[src/rtl/cac_pkg.sv]
package cac_pkg;
  localparam int CARGO_W = 2;
  localparam int INSTR_W = CARGO_W + 4;

  typedef enum logic [2:0] {
    EX_SKIP, EX_END, EX_SITE, EX_SETACC, EX_SETFB, EX_EXT
  } exec_e;

  typedef enum logic [1:0] {
    XR_LOAD = 2'd0, XR_STORE = 2'd1, XR_CALL = 2'd2, XR_SETFA = 2'd3
  } ext_e;

  typedef enum logic [1:0] {
    ST_HALT, ST_RUN, ST_REQ, ST_WAIT
  } core_st_e;
endpackage

[src/rtl/cac_progmem.sv]
module cac_progmem #(
  parameter int DEPTH = 16,
  parameter int WIDTH = 6,
  localparam int AW = $clog2(DEPTH)
) (
  input  logic             clk,
  input  logic             we,
  input  logic [AW-1:0]    waddr,
  input  logic [WIDTH-1:0] wdata,
  input  logic [AW-1:0]    raddr,
  output logic [WIDTH-1:0] rdata
);
  logic [WIDTH-1:0] mem [DEPTH];

  always_ff @(posedge clk) begin
    if (we) mem[waddr] <= wdata;
  end

  assign rdata = mem[raddr];
endmodule

[src/rtl/cac_decode.sv]
module cac_decode
  import cac_pkg::*;
(
  input  logic [1:0] cond,
  input  logic [1:0] op,
  input  logic       zf,
  input  logic       pf1,
  output exec_e      kind,
  output ext_e       ext_op
);
  logic row2_en;

  always_comb begin
    case (cond)
      2'b01:   row2_en = 1'b1;
      2'b10:   row2_en = zf;
      2'b11:   row2_en = pf1;
      default: row2_en = 1'b0;
    endcase
  end

  always_comb begin
    kind   = EX_SKIP;
    ext_op = XR_LOAD;
    if (cond == 2'b00) begin
      case (op)
        2'd0: kind = EX_END;
        2'd1: kind = EX_SITE;
        2'd2: begin kind = EX_EXT; ext_op = XR_LOAD;  end
        default: begin kind = EX_EXT; ext_op = XR_STORE; end
      endcase
    end else if (row2_en) begin
      case (op)
        2'd0: kind = EX_SETACC;
        2'd1: begin kind = EX_EXT; ext_op = XR_CALL;  end
        2'd2: begin kind = EX_EXT; ext_op = XR_SETFA; end
        default: kind = EX_SETFB;
      endcase
    end
  end
endmodule

[src/rtl/cond_acc_core.sv]
module cond_acc_core
  import cac_pkg::*;
#(
  parameter int DEPTH = 16,
  parameter int ACC_W = 8,
  localparam int AW = $clog2(DEPTH)
) (
  input  logic               clk,
  input  logic               rst_n,
  input  logic               launch,
  input  logic               pf1_in,
  input  logic               prog_we,
  input  logic [AW-1:0]      prog_addr,
  input  logic [INSTR_W-1:0] prog_data,
  input  logic [AW-1:0]      prog_last,
  output logic               req_valid,
  input  logic               req_ready,
  output logic [1:0]         req_kind,
  output logic [CARGO_W-1:0] req_cargo,
  output logic [ACC_W-1:0]   req_acc,
  input  logic               rsp_valid,
  input  logic               rsp_found,
  input  logic [ACC_W-1:0]   rsp_data,
  output logic               halted,
  output logic [AW-1:0]      pc,
  output logic [ACC_W-1:0]   acc,
  output logic               zero_flag,
  output logic               cycle_mode,
  output logic               reverse_mode
);
  core_st_e           state;
  logic [INSTR_W-1:0] instr;
  logic [CARGO_W-1:0] cargo;
  exec_e              kind;
  ext_e               ext_op;
  ext_e               r_kind;
  logic [CARGO_W-1:0] r_cargo;
  logic [AW-1:0]      pc_next;

  cac_progmem #(.DEPTH(DEPTH), .WIDTH(INSTR_W)) u_mem (
    .clk(clk), .we(prog_we), .waddr(prog_addr), .wdata(prog_data),
    .raddr(pc), .rdata(instr)
  );

  assign cargo = instr[INSTR_W-1:4];

  cac_decode u_dec (
    .cond(instr[3:2]), .op(instr[1:0]), .zf(zero_flag), .pf1(pf1_in),
    .kind(kind), .ext_op(ext_op)
  );

  assign pc_next   = (pc == prog_last) ? '0 : pc + 1'b1;
  assign zero_flag = (acc == '0);
  assign halted    = (state == ST_HALT);
  assign req_valid = (state == ST_REQ);
  assign req_kind  = r_kind;
  assign req_cargo = r_cargo;
  assign req_acc   = acc;

  always_ff @(posedge clk) begin
    if (!rst_n) begin
      state        <= ST_HALT;
      pc           <= '0;
      acc          <= '0;
      cycle_mode   <= 1'b0;
      reverse_mode <= 1'b0;
      r_kind       <= XR_LOAD;
      r_cargo      <= '0;
    end else begin
      case (state)
        ST_HALT: if (launch) begin
          pc    <= '0;
          state <= ST_RUN;
        end
        ST_RUN: begin
          case (kind)
            EX_END: begin
              if (cycle_mode) pc <= '0;
              else            state <= ST_HALT;
            end
            EX_SETACC: begin
              acc <= ACC_W'(cargo);
              pc  <= pc_next;
            end
            EX_SETFB: begin
              cycle_mode   <= cargo[0];
              reverse_mode <= cargo[1];
              pc           <= pc_next;
            end
            EX_EXT: begin
              r_kind  <= ext_op;
              r_cargo <= cargo;
              state   <= ST_REQ;
            end
            default: pc <= pc_next;
          endcase
        end
        ST_REQ: if (req_ready) state <= ST_WAIT;
        ST_WAIT: if (rsp_valid) begin
          state <= ST_RUN;
          pc    <= pc_next;
          case (r_kind)
            XR_LOAD: if (rsp_found) acc <= rsp_data;
            XR_STORE: if (!rsp_found && r_cargo == CARGO_W'(1)) begin
              state <= ST_HALT;
              pc    <= pc;
            end
            XR_CALL: if (rsp_found) begin
              state <= ST_HALT;
              pc    <= pc;
            end
            default: ;
          endcase
        end
        default: state <= ST_HALT;
      endcase
    end
  end

  assert_req_stable_R8: assert property (@(posedge clk) disable iff (!rst_n)
    req_valid && !req_ready |=> req_valid && $stable(req_kind) &&
      $stable(req_cargo) && $stable(req_acc))
    else $error("request changed while stalled");

  assert_no_req_halted_R12: assert property (@(posedge clk) disable iff (!rst_n)
    halted |-> !req_valid)
    else $error("request while halted");

  assert_halt_hold_R12: assert property (@(posedge clk) disable iff (!rst_n)
    halted && !launch |=> halted && $stable(acc) && $stable(pc))
    else $error("state moved while halted");

  assert_launch_R2: assert property (@(posedge clk) disable iff (!rst_n)
    halted && launch |=> !halted && pc == '0)
    else $error("launch did not restart at 0");

  assert_load_data_R9: assert property (@(posedge clk) disable iff (!rst_n)
    state == ST_WAIT && rsp_valid && rsp_found && r_kind == XR_LOAD
      |=> acc == $past(rsp_data))
    else $error("load data not taken");
endmodule

[config.mk]
export PLATFORM = sky130hd
export DESIGN_NAME = cond_acc_core
export DESIGN_NICKNAME = d
export VERILOG_FILES = /design/src/rtl/cac_pkg.sv /design/src/rtl/cac_progmem.sv /design/src/rtl/cac_decode.sv /design/src/rtl/cond_acc_core.sv
export SDC_FILE = /design/constraint.sdc
export NUM_CORES = 1
export LEC_CHECK = 0
export BUFFER_PORTS_ARGS = -buffer_cell sky130_fd_sc_hd__buf_2
export CAP_MARGIN = 20
export CORE_UTILIZATION = 60
export DETAILED_ROUTE_END_ITERATION = 8
export PLACE_DENSITY = 0.81
export SLEW_MARGIN = 25
export SYNTH_ARGS = -nofsm -noshare
export SYNTH_HDL_FRONTEND = slang
export SYNTH_SLANG_ARGS = --single-unit
[constraint.sdc]
create_clock -name clk -period 7.85 [get_ports clk]
set_input_delay 0.3925 -clock clk [delete_from_list [all_inputs] [get_ports clk]]
set_output_delay 0.3925 -clock clk [all_outputs]
set_load 0.02 [all_outputs]
==> reports/metrics.yaml <==
global_routing:
  grt_max_degree: 24
  grt_pass1_wl_um: 17200
  grt_usage_pct: 24.4
  grt_pass1_vias: 3296
  antenna_found_initial: 1
  grt-ovfl-total: 0
sta:
  worst_pin_slew_ns: 0.995
  fmax_ghz: 0.266
  rsz0062_at_grt: "no"
  clock_skew_ns: 0.0159
  final-setup-viol-count: 0
  finalSetupTns_ns: 0
  fin_crit_ns: 3.76
  fin_crit_sh_pct: 47.9
  slew_violations: 0
  max_slew_margin_pct: 33.2
  hold_violations: 0
cells_and_area:
  final_net_count: 453
  n_fill_cell: 542
  multi_input_area_mm2: 0.00187
  fin_cells: 532
  regArea_mm2: 0.00336
  syn2layout_area_growth_pct: 18.2
  drive_gt1_share_pct: 31.9
power_and_ir_drop:
  ir_drop_v: 0.000188
  cellPowerDensity_mw_per_mm2: 280
  p_leak_nw: 2.31
setup_path:
  cpPeakStageDelay_ns: 0.88
  regToRegEndpoint: "acc[0]$_SDFFE_PN0P_"
  cp_cell_sequence: "mux4_1, a22oi_1, a21oi_1, nor3b_1, o221ai_1, a21oi_2, nor2_1, a211oi_2"
  reg2reg_depth: 8
  critPathSlowestCell: "dfxtp_1"
  cp-end-kind: "flip-flop"
  start_kind: "flip-flop"
  r2r_setup_slack_ns: 4.09
  arrival_ns: 4.16
  critical_path_class: "reg2reg"
  cp_max_fo: 16
  cp-endpoint: "acc[0]$_SDFFE_PN0P_"
  critPathRequiredTime_ns: 8.26
die:
  initial_utilization_pct: 61.8
  die_x_um: 96.8
  rows: 34
  fp.dieH_um: 96.8
  fp.dieArea_mm2: 0.00937
  core-area_mm2: 0.00872
  io_pins: 59
synthesis:
  postSynthCellCount: 349
  avgSynthCellArea_um2: 15.4
  synth.area.top_cells: "edfxtp_1 (53%), mux4_2 (10%), dfxtp_1 (8.9%)"
  synth_most_common_cell: "edfxtp_1"
  seq_area_frac_synth_pct: 62.4
  synth_fp_nets: 392
  async_reset_ff_share_pct: 0
  ys_types: 60
  synthTopCellsByCount: "edfxtp_1 (96), dfxtp_1 (24), mux4_2 (24)"
  yosys_warnings: 0
  netlist.area_leader.share_pct: 53.5
  synth_edf_count: 96
  synth.cell_area_mm2: 0.00539
  synth-main-ff-cell: "edfxtp_1"
  synth_seq_cells: 120
  synth_top_area_cell: "edfxtp_1"
clock_tree:
  cts_buffers: 17
  h-tree-depth: 4
  clock_latency_ns: 0.51
  cts_tree: "yes"
  cts_resized: 0
  numClockSinks: 120
  cts_hold_buf: 0
  path_clk_slew_ns: 0.06
  cts-root-buf: "clkbuf_8"
  post_cts_buffers: 0
  clk_path_buf_depth: 2
detailed_routing:
  dr.pass1.iters: 4
  drc_errors: 0
  wl_per_cell_um: 20.5
  drt-total-wl_um: 10900
  vias_per_cell: 6.23
  vias: 3316
  postRouteAntennaNets: 0
  drtIter0Drc: 256
run:
  cap_viol_max_count: 0
hold_path:
  hold_depth: 3
  hold_path_class: "in2reg"
status:
  status: "completed"
placed_design:
  gp_congestion: 0.844
  placed_cells: 499
  hpwl_um: 7050
  io_buffer_count: 58
-- state kept, by name, summed over array words and instances, names as in the netlist, named ones only --
register,cells
acc,8
cycle_mode,1
pc,4
req_cargo,2
u_mem.mem,96
req_kind,2
state,1
reverse_mode,1
-- final cells by class --
cell class / instances / area share (%)
diodes: 1 / 0.0393
clock buffers: 17 / 6.50
clock inverters: 15 / 3.52
inverters: 16 / 0.943
multi-input cells: 196 / 29.4
flip-flops and latches: 120 / 52.8
well taps: 108 / 2.12
repair buffers: 59 / 4.67
-- cell families (layout without fill, tap and decap cells) --
| logic type | after synthesis | after routing | share of synthesized area [%] |
|---|---|---|---|
| flip-flops | 120 | 120 | 62.4 |
| adder cells (fa/ha/maj) | 13 | 13 | 3.02 |
| AO/OA/AOI/OAI | 57 | 57 | 9.00 |
| XOR/XNOR | 4 | 4 | 0.650 |
| multiplexers | 35 | 35 | 13.0 |
| AND/OR/NAND/NOR | 87 | 87 | 8.82 |
| other | 0 | 1 | 0 |
| buffers and inverters | 33 | 107 | 3.16 |
-- where the power goes --
group	internal (mW)	switching, mW
Clock	0.549	0.277
Combinational	0.0968	0.142
Sequential	0.706	0.0132
Total	1.35	0.433
-- per-layer routing --
layer,global-route usage (%),up-vias,share of wire (%)
li1,-,1490,-
met5,0,-,0
met1,30.5,1663,41
met2,40.7,143,51
met4,9.99,0,1.7
met3,6.36,20,6.8
-- metrics by stage --
step / total power [mW] / worst slack [ns] / cell area, um2 / utilization [%] / hold WS, ns
after floorplan: 0.912 / 4.20 / 5390 / - / 0.491
after global placement: 0.962 / 4.11 / 5710 / 65.5 / 0.475
after detailed placement: 0.970 / 3.98 / 5720 / 65.6 / 0.483
after CTS: 1.79 / 3.96 / 6360 / 73.0 / 0.144
after global routing: 1.84 / 3.86 / 6370 / 73.0 / 0.152
final: 1.78 / 4.09 / 6370 / 73.1 / 0.167
-- cell usage in the layout (no fill, tap or decap), drive strengths merged, types with 3 or more instances in the layout --
| master | synthesis | routed |
|---|---|---|
| nor2b | 4 | 4 |
| dfxtp | 24 | 24 |
| inv | 15 | 17 |
| o211ai | 3 | 3 |
| xnor2 | 4 | 4 |
| nor2 | 24 | 24 |
| nand2 | 10 | 10 |
| nor3 | 5 | 5 |
| a21oi | 13 | 13 |
| nand3b | 3 | 3 |
| and3 | 3 | 3 |
| nand2b | 12 | 12 |
| a211oi | 3 | 3 |
| edfxtp | 96 | 96 |
| a22oi | 3 | 3 |
| clkinv | 1 | 8 |
| clkbuf | 3 | 17 |
| bufinv | 0 | 5 |
| mux2i | 8 | 8 |
| or2 | 4 | 4 |
| and2 | 4 | 4 |
| mux4 | 27 | 27 |
| a21o | 4 | 4 |
| o21ai | 9 | 9 |
| buf | 14 | 59 |
| ha | 13 | 13 |
| nand3 | 12 | 12 |
-- how the worst min path moves through the flow --
stage	end	slack, ns	startpoint
finish	acc[6]$_SDFFE_PN0P_	0.17	rsp_data[6]
global route	acc[4]$_SDFFE_PN0P_	0.15	rsp_data[4]
CTS	acc[6]$_SDFFE_PN0P_	0.14	rsp_data[6]
detailed placement	req_kind[1]$_SDFFE_PN0P_	0.48	req_kind[1]$_SDFFE_PN0P_
global placement	acc[6]$_SDFFE_PN0P_	0.47	acc[6]$_SDFFE_PN0P_
floorplan	u_mem.mem[0][0]$_DFFE_PP_	0.49	prog_data[0]
-- worst max-delay path: cells and delay by family (launching register included) --
| family | cells | cell delay [ns] |
|---|---|---|
| muxes | 1 | 0.72 |
| DFF | 1 | 0.88 |
| AOI/OAI and AO/OA | 5 | 1.52 |
| and+or+nand+nor | 2 | 0.53 |
(Power assumes the default switching activity.)
